$ cat config.mk
export PLATFORM = sky130hd
export DESIGN_NAME = cof_trace_buf
export DESIGN_NICKNAME = d
export VERILOG_FILES = /design/src/rtl/cof_trace_pkg.sv /design/src/rtl/cof_trace_wr_ctl.sv /design/src/rtl/cof_trace_store.sv /design/src/rtl/cof_trace_rd_ctl.sv /design/src/rtl/cof_trace_buf.sv
export SDC_FILE = /design/constraint.sdc
export NUM_CORES = 1
export LEC_CHECK = 0
export ABC_AREA = 1
export BUFFER_PORTS_ARGS = -buffer_cell sky130_fd_sc_hd__clkbuf_2
export CORE_MARGIN = 2
export CORE_UTILIZATION = 55
export CTS_BUF_LIST = sky130_fd_sc_hd__clkbuf_16
export DETAILED_ROUTE_END_ITERATION = 8
export HOLD_SLACK_MARGIN = 0.15
export PLACE_DENSITY = 0.76
export SYNTH_ARGS = -nofsm -noshare
export SYNTH_HDL_FRONTEND = slang
export SYNTH_SLANG_ARGS = --single-unit
$ cat constraint.sdc
create_clock -name clk_i -period 2 [get_ports clk_i]
set_input_delay 0 -clock clk_i [delete_from_list [all_inputs] [get_ports clk_i]]
set_output_delay 0 -clock clk_i [all_outputs]
set_load 0.1 [all_outputs]
$ cat src/rtl/cof_trace_pkg.sv
package cof_trace_pkg;
  localparam int unsigned DEF_ADDR_W = 16;
  localparam int unsigned DEF_DEPTH  = 8;

  typedef enum logic [1:0] {
    REC_NONE = 2'd0,
    REC_SRC  = 2'd1,
    REC_PAIR = 2'd2
  } rec_kind_e;
endpackage

$ cat src/rtl/cof_trace_wr_ctl.sv
module cof_trace_wr_ctl
  import cof_trace_pkg::*;
#(
  parameter int unsigned ADDR_W = DEF_ADDR_W,
  parameter int unsigned DEPTH  = DEF_DEPTH,
  localparam int unsigned IDX_W = $clog2(DEPTH),
  localparam int unsigned PTR_W = IDX_W + 1,
  localparam int unsigned ENT_W = ADDR_W + 1
) (
  input  logic              clk_i,
  input  logic              rst_ni,
  input  logic              cof_i,
  input  logic              taken_i,
  input  logic              not_taken_i,
  input  logic              debug_i,
  input  logic [ADDR_W-1:0] pc_i,
  input  logic [ADDR_W-1:0] target_i,
  output logic              we0_o,
  output logic [IDX_W-1:0]  idx0_o,
  output logic [ENT_W-1:0]  d0_o,
  output logic              we1_o,
  output logic [IDX_W-1:0]  idx1_o,
  output logic [ENT_W-1:0]  d1_o,
  output logic [PTR_W-1:0]  wr_ptr_o
);
  rec_kind_e        kind;
  logic [PTR_W-1:0] wr_ptr_q;
  logic [PTR_W-1:0] step;

  always_comb begin
    if (!cof_i || debug_i) kind = REC_NONE;
    else if (taken_i)      kind = REC_PAIR;
    else                   kind = REC_SRC;
  end

  always_comb begin
    unique case (kind)
      REC_PAIR: step = PTR_W'(2);
      REC_SRC:  step = PTR_W'(1);
      default:  step = '0;
    endcase
  end

  // source always lands in the slot under the write pointer, target right after
  assign we0_o  = (kind != REC_NONE);
  assign idx0_o = wr_ptr_q[IDX_W-1:0];
  assign d0_o   = {pc_i, (kind == REC_SRC) && not_taken_i};
  assign we1_o  = (kind == REC_PAIR);
  assign idx1_o = idx0_o + IDX_W'(1);
  assign d1_o   = {target_i, 1'b0};

  always_ff @(posedge clk_i or negedge rst_ni) begin
    if (!rst_ni) wr_ptr_q <= '0;
    else         wr_ptr_q <= wr_ptr_q + step;
  end

  assign wr_ptr_o = wr_ptr_q;
endmodule

$ cat src/rtl/cof_trace_store.sv
module cof_trace_store #(
  parameter int unsigned ENT_W = 17,
  parameter int unsigned DEPTH = 8,
  localparam int unsigned IDX_W = $clog2(DEPTH)
) (
  input  logic             clk_i,
  input  logic             rst_ni,
  input  logic             we0_i,
  input  logic [IDX_W-1:0] idx0_i,
  input  logic [ENT_W-1:0] d0_i,
  input  logic             we1_i,
  input  logic [IDX_W-1:0] idx1_i,
  input  logic [ENT_W-1:0] d1_i,
  input  logic [IDX_W-1:0] ridx_i,
  output logic [ENT_W-1:0] rdata_o
);
  logic [ENT_W-1:0] ent_q [DEPTH];

  for (genvar g = 0; g < DEPTH; g++) begin : g_ent
    always_ff @(posedge clk_i or negedge rst_ni) begin
      if (!rst_ni)                                ent_q[g] <= '0;
      else if (we1_i && (idx1_i == IDX_W'(g)))    ent_q[g] <= d1_i;
      else if (we0_i && (idx0_i == IDX_W'(g)))    ent_q[g] <= d0_i;
    end
  end

  assign rdata_o = ent_q[ridx_i];
endmodule

$ cat src/rtl/cof_trace_rd_ctl.sv
module cof_trace_rd_ctl #(
  parameter int unsigned PTR_W = 4
) (
  input  logic             clk_i,
  input  logic             rst_ni,
  input  logic             debug_i,
  input  logic             rd_i,
  input  logic [PTR_W-1:0] wr_ptr_i,
  output logic [PTR_W-1:0] rd_ptr_o
);
  logic             debug_q;
  logic             entry;
  logic [PTR_W-1:0] rd_ptr_q;

  assign entry = debug_i && !debug_q;

  always_ff @(posedge clk_i or negedge rst_ni) begin
    if (!rst_ni) begin
      debug_q  <= 1'b0;
      rd_ptr_q <= '0;
    end else begin
      debug_q <= debug_i;
      // write pointer addresses the oldest slot; entry load beats a read
      if (entry)     rd_ptr_q <= wr_ptr_i;
      else if (rd_i) rd_ptr_q <= rd_ptr_q + PTR_W'(1);
    end
  end

  assign rd_ptr_o = rd_ptr_q;
endmodule

$ cat src/rtl/cof_trace_buf.sv
module cof_trace_buf
  import cof_trace_pkg::*;
#(
  parameter int unsigned ADDR_W = DEF_ADDR_W,
  parameter int unsigned DEPTH  = DEF_DEPTH
) (
  input  logic              clk_i,
  input  logic              rst_ni,
  input  logic [ADDR_W-1:0] pc_i,
  input  logic [ADDR_W-1:0] target_i,
  input  logic              cof_i,
  input  logic              taken_i,
  input  logic              not_taken_i,
  input  logic              debug_i,
  input  logic              rd_i,
  output logic [ADDR_W:0]   rd_data_o
);
  localparam int unsigned IDX_W = $clog2(DEPTH);
  localparam int unsigned PTR_W = IDX_W + 1;
  localparam int unsigned ENT_W = ADDR_W + 1;

  logic             we0, we1;
  logic [IDX_W-1:0] idx0, idx1;
  logic [ENT_W-1:0] d0, d1;
  logic [PTR_W-1:0] wr_ptr;
  logic [PTR_W-1:0] rd_ptr;

  cof_trace_wr_ctl #(.ADDR_W(ADDR_W), .DEPTH(DEPTH)) u_wr (
    .clk_i, .rst_ni, .cof_i, .taken_i, .not_taken_i, .debug_i, .pc_i, .target_i,
    .we0_o(we0), .idx0_o(idx0), .d0_o(d0),
    .we1_o(we1), .idx1_o(idx1), .d1_o(d1),
    .wr_ptr_o(wr_ptr)
  );

  cof_trace_store #(.ENT_W(ENT_W), .DEPTH(DEPTH)) u_store (
    .clk_i, .rst_ni,
    .we0_i(we0), .idx0_i(idx0), .d0_i(d0),
    .we1_i(we1), .idx1_i(idx1), .d1_i(d1),
    .ridx_i(rd_ptr[IDX_W-1:0]), .rdata_o(rd_data_o)
  );

  cof_trace_rd_ctl #(.PTR_W(PTR_W)) u_rd (
    .clk_i, .rst_ni, .debug_i, .rd_i,
    .wr_ptr_i(wr_ptr), .rd_ptr_o(rd_ptr)
  );
endmodule

-- After elaboration in Yosys (flattened, before gate mapping)
Index checks and enable logic that the tools add are counted.
- reductions and logical operators: 33
- bitwise gates (word level): 1
- add/subtract/negate cells: 3
- multiplexer cells: 24
- equality and inequality tests: 16
- order comparisons: 1
- operators by type and width (kind ; count):
    17-bit two-way mux ; 18
    17-bit binary-select mux with 3-bit select ; 1
    3-bit == test (second input constant) ; 8
    2-bit nonzero test ; 10
    1-bit logical AND ; 18
    3-bit by 2-bit == test with 1-bit output (second input constant) ; 4
    4-bit two-way mux ; 2
    3-bit by 1-bit == test with 1-bit output (second input constant) ; 2
    3-bit zero test ; 2
    4-bit by 1-bit adder with 4-bit output (second input constant) ; 1
    4-bit by 2-bit adder with 4-bit output ; 1
    4-bit >= comparator (second input constant) ; 1
    2-bit two-way mux ; 2
    3-bit NOT with 4-bit output ; 1
    2-bit case mux with 2 select lines ; 1
    3-bit by 1-bit adder with 3-bit output (second input constant) ; 1
    2-bit by 1-bit == test with 1-bit output (second input constant) ; 1
    2-bit == test (second input constant) ; 1
    1-bit zero test ; 2
    1-bit logical OR ; 1
- word-level logic and storage cells: 89
- input bits: 39
- output and inout bits: 17
- register bits after elaboration: 145

-- Depth between registers and ports, before layout
Gate-level depths: netlist of the first run.
- depth after elaboration: 7
- depth in mapped cells: 11
- gate-level depth less buffers: 10

-- By module
Synthesis of the first run repeated with hierarchy kept, for this count alone.
- cells, all modules: 1484
- area total of the unflattened synthesis: 9381.5 um2
- by module, submodules not included (module ; cells an instance ; seq. area each (um2) ; area each (um2) ; instances):
    cof_trace_store ; 1380 ; 3403.3 ; 8570.7 ; 1
    cof_trace_wr_ctl ; 64 ; 100.1 ; 520.5 ; 1
    cof_trace_rd_ctl ; 40 ; 125.1 ; 290.3 ; 1

-- Worst setup path before layout of the first run
Ideal clock, no wire load.
- path kind: register -> register
- start: register u_wr.wr_ptr_q[0] (netlist: u_wr.wr_ptr_o[0])
- end: register u_store.ent_q[29] in the netlist's numbering
- data arrival time: 1848 ps
- period minus slack after synthesis: 1965 ps
- setup slack: 35 ps
- library setup time: 117 ps
- stages on the path, launching flop included: 12
- path buffers: 2
- required time: 1883 ps
- path through: dfrtp_1 buf_2 nand2_1 inv_1 ha_1 inv_1 nand3_1 nor2_4 buf_2 nand2_1 nand3_1 nand2_1
- word-level cells in the longest chain between the ends: 4
- elaborated cells on any way between the ends: 7
- those cells by class: 1 x add/sub; 2 x eq/ne; 1 x mux; 3 x reduce/logical
- RTL lines (what ; line ; text):
    start: declaration ; cof_trace_wr_ctl.sv:27 ; logic [PTR_W-1:0] wr_ptr_q;
    start signal: assignment ; cof_trace_wr_ctl.sv:54 ; else wr_ptr_q <= wr_ptr_q + step;
    3-bit by 1-bit adder with 3-bit output ; cof_trace_wr_ctl.sv:49 ; assign idx1_o = idx0_o + IDX_W'(1);
    3-bit == test ; cof_trace_store.sv:22 ; else if (we1_i && (idx1_i == IDX_W'(g))) ent_q[g] <= d1_i;
    1-bit logical AND ; cof_trace_store.sv:22 ;
    17-bit two-way mux or 2-bit nonzero test (tied branches) ; n/a ;
    end signal: indexed assignment ; cof_trace_store.sv:22 ;
    end signal: indexed assignment ; cof_trace_store.sv:23 ; else if (we0_i && (idx0_i == IDX_W'(g))) ent_q[g] <= d0_i;
    end: declaration ; cof_trace_store.sv:17 ; logic [ENT_W-1:0] ent_q [DEPTH];
Several ways; a longest one is shown, not always the timed one.
A chain may end at the register's enable or synchronous reset.

-- Final worst setup path of the first run
- start: register u_rd.rd_ptr_q[0] (netlist: u_rd.rd_ptr_o[0])
- end: output rd_data_o[13]
- word-level cells in the longest chain between the ends: 4
- RTL lines (what ; line ; text):
    start: declaration ; cof_trace_rd_ctl.sv:13 ; logic [PTR_W-1:0] rd_ptr_q;
    start signal: assignment ; cof_trace_rd_ctl.sv:24 ; if (entry) rd_ptr_q <= wr_ptr_i;
    start signal: assignment ; cof_trace_rd_ctl.sv:25 ; else if (rd_i) rd_ptr_q <= rd_ptr_q + PTR_W'(1);
    3-bit NOT with 4-bit output (implied by the code) ; cof_trace_store.sv:27 ; assign rdata_o = ent_q[ridx_i];
    17-bit binary-select mux with 3-bit select ; cof_trace_store.sv:27 ;
    17-bit two-way mux (implied by the code) (2 in a row) ; cof_trace_store.sv:27 ;
    end: declaration ; cof_trace_buf.sv:16 ; output logic [ADDR_W:0] rd_data_o
Every way passes these cells. The select of a mux whose other input is x is not followed.

==> out/metrics.yaml, run 1 <==
drive_gt1_share_pct: 14.2
tightest_slew_ns: 0.476
period_minus_slack_ns: 1.99
hp-class: "in -> reg"
fp.coreArea_um2: 15100
drtIter0Drc: 1361
synth-edff-count: 0
yosysMostFrequentCell: "nand2_1"
r2r-end: "u_store.ent_q[43]"
fin_skew_ns: 0.0149
crit_family: "buffers and inverters"
rrSetupSlack_ns: 0.06
path_class: "reg -> out"
relSlewSlack_pct: 68.2
ys_seq_area_share_pct: 42.3
critPathMaxFanout: 23
fmax_mhz: 503
rsz0062_at_grt: "true"
cts_max_path_buffers: 2
yosys.area.top_type_share_pct: 42.3
fp-row-count: 45
ys_warn_count: 0
crit_path_start: "u_rd.rd_ptr_o[0]"
period_share_pct: 99.5
ir_worst_vdd_uv: 1280
avgSynthCellArea_um2: 6.76
drv_slew: 0
post-dp-hpwl_mm: 20.7
place_area_um2: 9520
cts_sinks: 143
synthCells: 1253
grt_pass1_vias: 9140
grt_util_all_layers_pct: 40.5
critPathRequiredTime_ns: 2.00
maxCapViolCount: 0
worst-path-buf-inv: 3
power_density_nw_per_um2: 1790
setup_viol: 0
via_per_inst: 6.15
end_kind: "output pin"
clkSlewWorstSetupHoldPaths_ns: 0.06
fp.dieH_um: 128
wl_per_cell_um: 20.7
first_pass_iters: 9
htree_levels: 4
synth_fp_nets: 1298
cp_slowest_cell: "dfrtp_2"
grt_pass1_wl_mm: 50.1
leakagePower_nw: 5.45
cp_num_cells: 7
synth_ff_type: "dfrtp_1"
crit_chain: "inv_4, buf_12, o21ai_0, nand2_1, nand2_1, nand2_1, buf_12"
cts_tree: "built"
dieArea_um2: 16400
syn2layout_area_growth_pct: 25.4
antenna_left: 0
grt_overflow: 0
status: "completed"
cts_buffers: 17
initial_core_util_pct: 55.9
synth_top_cells_by_area: "dfrtp_1, nand2_1, nand3_1"
synthArstFlopShare_pct: 100
yosysTopAreaCell: "dfrtp_1"
timing.rr.start: "u_wr.wr_ptr_o[0]"
rr_worst_depth: 10
ios: 56
port_buffers: 55
endpoint: "rd_data_o[13]"
start_kind: "register"
clk_latency_ns: 0.44
routed_wl_mm: 32.4
finalHoldViolCount: 0
syn_area_um2: 8470
synthTopCellsByCount: "nand2_1, nand3_1, nor2_1"
grt_max_degree: 47
utilization_pct: 70.1
vias: 9633
p_total_mw: 19.0
critPathMostFrequentCell: "nand2_1"
ys_seq_elements: 143
worstPathArrival_ns: 1.99
cts_root_buf: "clkbuf_16"
final_nets: 1410
drc: 0
die_w_um: 128
gp_congestion: 0.941
final_design_area_no_fill_um2: 10600
antenna_found_initial: 0
ys_types: 28
critPathMaxStageDelay_ns: 0.46
## flip-flops by register name, summed over array words and instances, names as in the netlist
name	cells
u_rd.rd_ptr_o	3
u_wr.wr_ptr_o	3
u_store.ent_q	136
u_rd.debug_q	1
## cells by family (layout without fill, tap and decap cells)
kind of cell,count (synthesis),after routing,share of synthesized area [%]
AND/OR/NAND/NOR,894,894,45.3
other,0,1,0
flip-flops,143,143,42.3
buffers and inverters,129,254,6.46
adder cells (fa/ha/maj),6,6,0.975
XOR/XNOR,2,2,0.207
AO/OA/AOI/OAI,79,79,4.77
## worst min-delay path by stage
stage	startpoint	endpoint	slack, ns	cells after the start
2_1_floorplan	rst_ni	u_rd.debug_q	-0.30	0
4_1_cts	debug_i	u_rd.debug_q	0.27	2
3_5_place_dp	rst_ni	u_store.ent_q[85]	-0.06	1
6_report	debug_i	u_rd.debug_q	0.28	2
3_3_place_gp	rst_ni	u_store.ent_q[69]	-0.06	1
5_1_grt	debug_i	u_rd.debug_q	0.29	2
## timing repair
| action | 4_1_cts | 5_1_grt |
|---|---|---|
| endpoints found under the setup margin | 12 | 41 |
| buffers inserted | 0 | 3 |
| hold buffers | 40 | 0 |
| gates cloned | 0 | 1 |
| hold endpoints to repair | 283 | 0 |
| gates resized for setup | 4 | 7 |
| pin swaps | 0 | 2 |
## cells in the final DEF, fill, tap and decap left out, types with 4 or more instances in the layout
cell	instances
nand2_1	430
nand3_1	266
nor2_1	169
dfrtp_1	141
o21ai_0	67
buf_4	53
inv_1	49
dlygate4sd3_1	39
clkbuf_2	37
buf_12	31
clkbuf_16	18
inv_2	7
nand2_2	7
nor2_2	7
nor2_4	6
a21oi_1	5
nand3_2	5
clkinv_2	4
ha_1	4
clkinvlp_4	4
clkinv_4	4
## metal layers
metal,share of wire (%),vias up,global-route usage (%)
li1,-,4261,-
met1,37,4433,52.5
met2,45,755,62.8
met3,12,184,10.1
met4,5.9,0,22.1
met5,0,-,0
## metrics by stage
step / setup WS (ns) / setup TNS [ns] / hold slack, ns / std cells
2_1_floorplan: 0.0347 / 0 / -0.296 / 1253
3_3_place_gp: 0.149 / 0 / -0.0647 / 1490
3_5_place_dp: 0.0879 / 0 / -0.0641 / 1490
4_1_cts: 0.00219 / 0 / 0.266 / 1562
5_1_grt: -0.0258 / -0.0926 / 0.288 / 1566
6_report: 0.0101 / 0 / 0.279 / 1567
## final cells by class
| type | count | area, µm² |
|---|---|---|
| multi-input cells | 981 | 4350 |
| flip-flops and latches | 143 | 3580 |
| fillers | 1210 | 4530 |
| diodes | 1 | 2.50 |
| inverters | 58 | 221 |
| repair buffers | 164 | 1650 |
| clock inverters | 15 | 148 |
| clock buffers | 17 | 425 |
| well taps | 188 | 235 |
## power by group
group / switching, mW / internal [mW] / total [mW] / leakage, nW
Combinational: 7.30 / 3.66 / 11.0 / 3.38
Sequential: 0.783 / 4.17 / 4.95 / 1.80
Clock: 1.32 / 1.82 / 3.14 / 0.270
Total: 9.40 / 9.65 / 19.0 / 5.45
Note: power is estimated with default switching activity, not from simulation.
==> inputs of run 2 (changes only) <==
--- a/config.mk
+++ b/config.mk
@@ -7,12 +7,14 @@
 export LEC_CHECK = 0
 export ABC_AREA = 1
 export BUFFER_PORTS_ARGS = -buffer_cell sky130_fd_sc_hd__clkbuf_2
+export CELL_PAD_IN_SITES_DETAIL_PLACEMENT = 1
+export CELL_PAD_IN_SITES_GLOBAL_PLACEMENT = 1
 export CORE_MARGIN = 2
-export CORE_UTILIZATION = 55
+export CORE_UTILIZATION = 40
 export CTS_BUF_LIST = sky130_fd_sc_hd__clkbuf_16
 export DETAILED_ROUTE_END_ITERATION = 8
 export HOLD_SLACK_MARGIN = 0.15
-export PLACE_DENSITY = 0.76
+export PLACE_DENSITY_LB_ADDON = 0.1
 export SYNTH_ARGS = -nofsm -noshare
 export SYNTH_HDL_FRONTEND = slang
 export SYNTH_SLANG_ARGS = --single-unit
==> run 2 against run 1 <==
  * Count of clock-buffer cells in the layout unchanged
  * Global-route usage decreased by 6.6 points
  * Clock skew decreased by 0.0080 ns
  * Power increased by 2.5%
==> out/metrics.yaml, run 2 (synthesis gave the netlist of run 1 again) <==
pre_cts_ws_ns: 0.127
clkSlewWorstSetupHoldPaths_ns: 0.07
ios: 56
maxCapViolCount: 0
start_kind: "register"
dieArea_um2: 22300
cts_sinks: 143
die_w_um: 149
drc: 0
fmax_mhz: 509
worstPathArrival_ns: 1.96
multi_input_area_um2: 4380
fill_cells: 2684
hp-class: "in -> async"
utilization_pct: 51.7
initial_core_util_pct: 40.5
grt_util_all_layers_pct: 34.0
grt_pass1_wl_mm: 56.9
htree_levels: 4
final-seq-area_um2: 3580
end_kind: "output pin"
port_buffers: 55
relSlewSlack_pct: 73.8
tightest_slew_ns: 0.392
critPathMaxFanout: 24
crit_chain: "buf_8, nor2_1, nor2_1, o21ai_0, nand2_1, nand2_1, nand2_1, buf_12"
via_per_inst: 5.63
drive_gt1_share_pct: 14.6
clk_latency_ns: 0.44
crit_path_start: "u_rd.rd_ptr_o[0]"
dp_cells: 1584
power_density_nw_per_um2: 1810
leakagePower_nw: 5.48
grt_max_degree: 45
timing.rr.start: "u_wr.wr_ptr_o[2]"
status: "completed"
antenna_found_initial: 1
critPathMaxStageDelay_ns: 0.42
rsz0062_at_grt: "true"
final_cell_mix: "nand2_1, nand3_1, nor2_1, dfrtp_1, o21ai_0"
critPathMostFrequentCell: "nand2_1"
first_pass_iters: 5
fp.dieH_um: 149
antenna_left: 0
grt_pass1_vias: 9702
critPathRequiredTime_ns: 2.00
cts_tree: "built"
post-dp-hpwl_mm: 25.0
final_nets: 1412
drtIter0Drc: 870
setup_viol: 0
fp.coreArea_um2: 20900
wl_per_cell_um: 22.1
ir_worst_vdd_uv: 1030
fin_skew_ns: 0.00695
instances_no_fill: 1656
largest_reg_flops: 136
cp_slowest_cell: "dfrtp_2"
post_cts_buffers: 0
period_share_pct: 98.2
cts_max_path_buffers: 2
grt_overflow: 0
cts_buffers: 17
period_minus_slack_ns: 1.96
finalHoldViolCount: 0
final_common_cell: "nand2_1"
syn2layout_area_growth_pct: 27.5
drv_slew: 0
vias: 9316
path_class: "reg -> out"
routed_wl_mm: 36.6
largest-register: "u_store.ent_q"
cts_root_buf: "clkbuf_16"
finalSetupTns_ns: 0
gp_congestion: 0.891
worst_slack_ns: 0.0354
fp-row-count: 53
run 2: changes by cell type in the layout (fill, tap and decap cells not counted), moves of 3 or more:
cell / previous run / this run
clkinv_2: 4 / 1
clkinv_4: 4 / 1
inv_1: 49 / 52
inv_6: 0 / 3
nand2_1: 430 / 425
nand2_2: 7 / 10
run 2: stage by stage:
stage	hold WS (ns)	power, mW	area (µm²)
2_1_floorplan	-0.296	11.6	8470
3_5_place_dp	-0.0423	15.9	9740
6_report	0.166	19.5	10800
3_3_place_gp	-0.0423	15.7	9740
5_1_grt	0.196	20.6	10800
4_1_cts	0.175	19.4	10700
run 2: metal layers:
layer | global-route usage [%] | wire length (µm) | part of all wire [%] | up-vias
met5 | 0 | 0 | 0 | -
li1 | - | - | - | 4263
met4 | 10.1 | 859 | 2.3 | 0
met3 | 5.46 | 2230 | 6.1 | 66
met2 | 55.6 | 17300 | 47 | 308
met1 | 46.6 | 16200 | 44 | 4679
run 2: critical path: cells and delay by family (launching register included):
family                 cells  cell delay (ns)
buffers and inverters      2             0.42
DFF                        1             0.42
and+or+nand+nor            5             0.56
AOI/OAI and AO/OA          1             0.13
run 2: final timing paths:
| path | depth (start not counted) | to | slack, ns |
|---|---|---|---|
| hold reg to reg | 2 | u_store.ent_q[119] | 0.48 |
| setup / recovery | 8 | rd_data_o[3] | 0.04 |
| min in group clk_i | 2 | u_rd.debug_q | 0.28 |
| max in group asynchronous | 3 | u_store.ent_q[49] | 1.46 |
| setup reg to reg | 8 | u_store.ent_q[62] | 0.05 |
| hold / removal | 3 | u_store.ent_q[120] | 0.17 |
run 2: repair_timing:
| action | 4_1_cts | 5_1_grt |
|---|---|---|
| gates resized for setup | 3 | 14 |
| hold endpoints to repair | 283 | 0 |
| endpoints found under the setup margin | 4 | 47 |
| hold buffers | 39 | 0 |
run 2: cell type report:
type	count	share of cell area (%)
multi-input cells	981	40.6
flip-flops and latches	143	33.2
repair buffers	166	15.5
clock buffers	17	3.94
well taps	275	3.19
inverters	58	2.04
clock inverters	15	1.59
diodes	1	0.0232
run 2: report_power, final:
group	leakage (nW)	internal (mW)	switching [mW]
combinational	3.38	3.72	7.54
sequential	1.81	4.16	0.750
clock	0.290	1.96	1.39
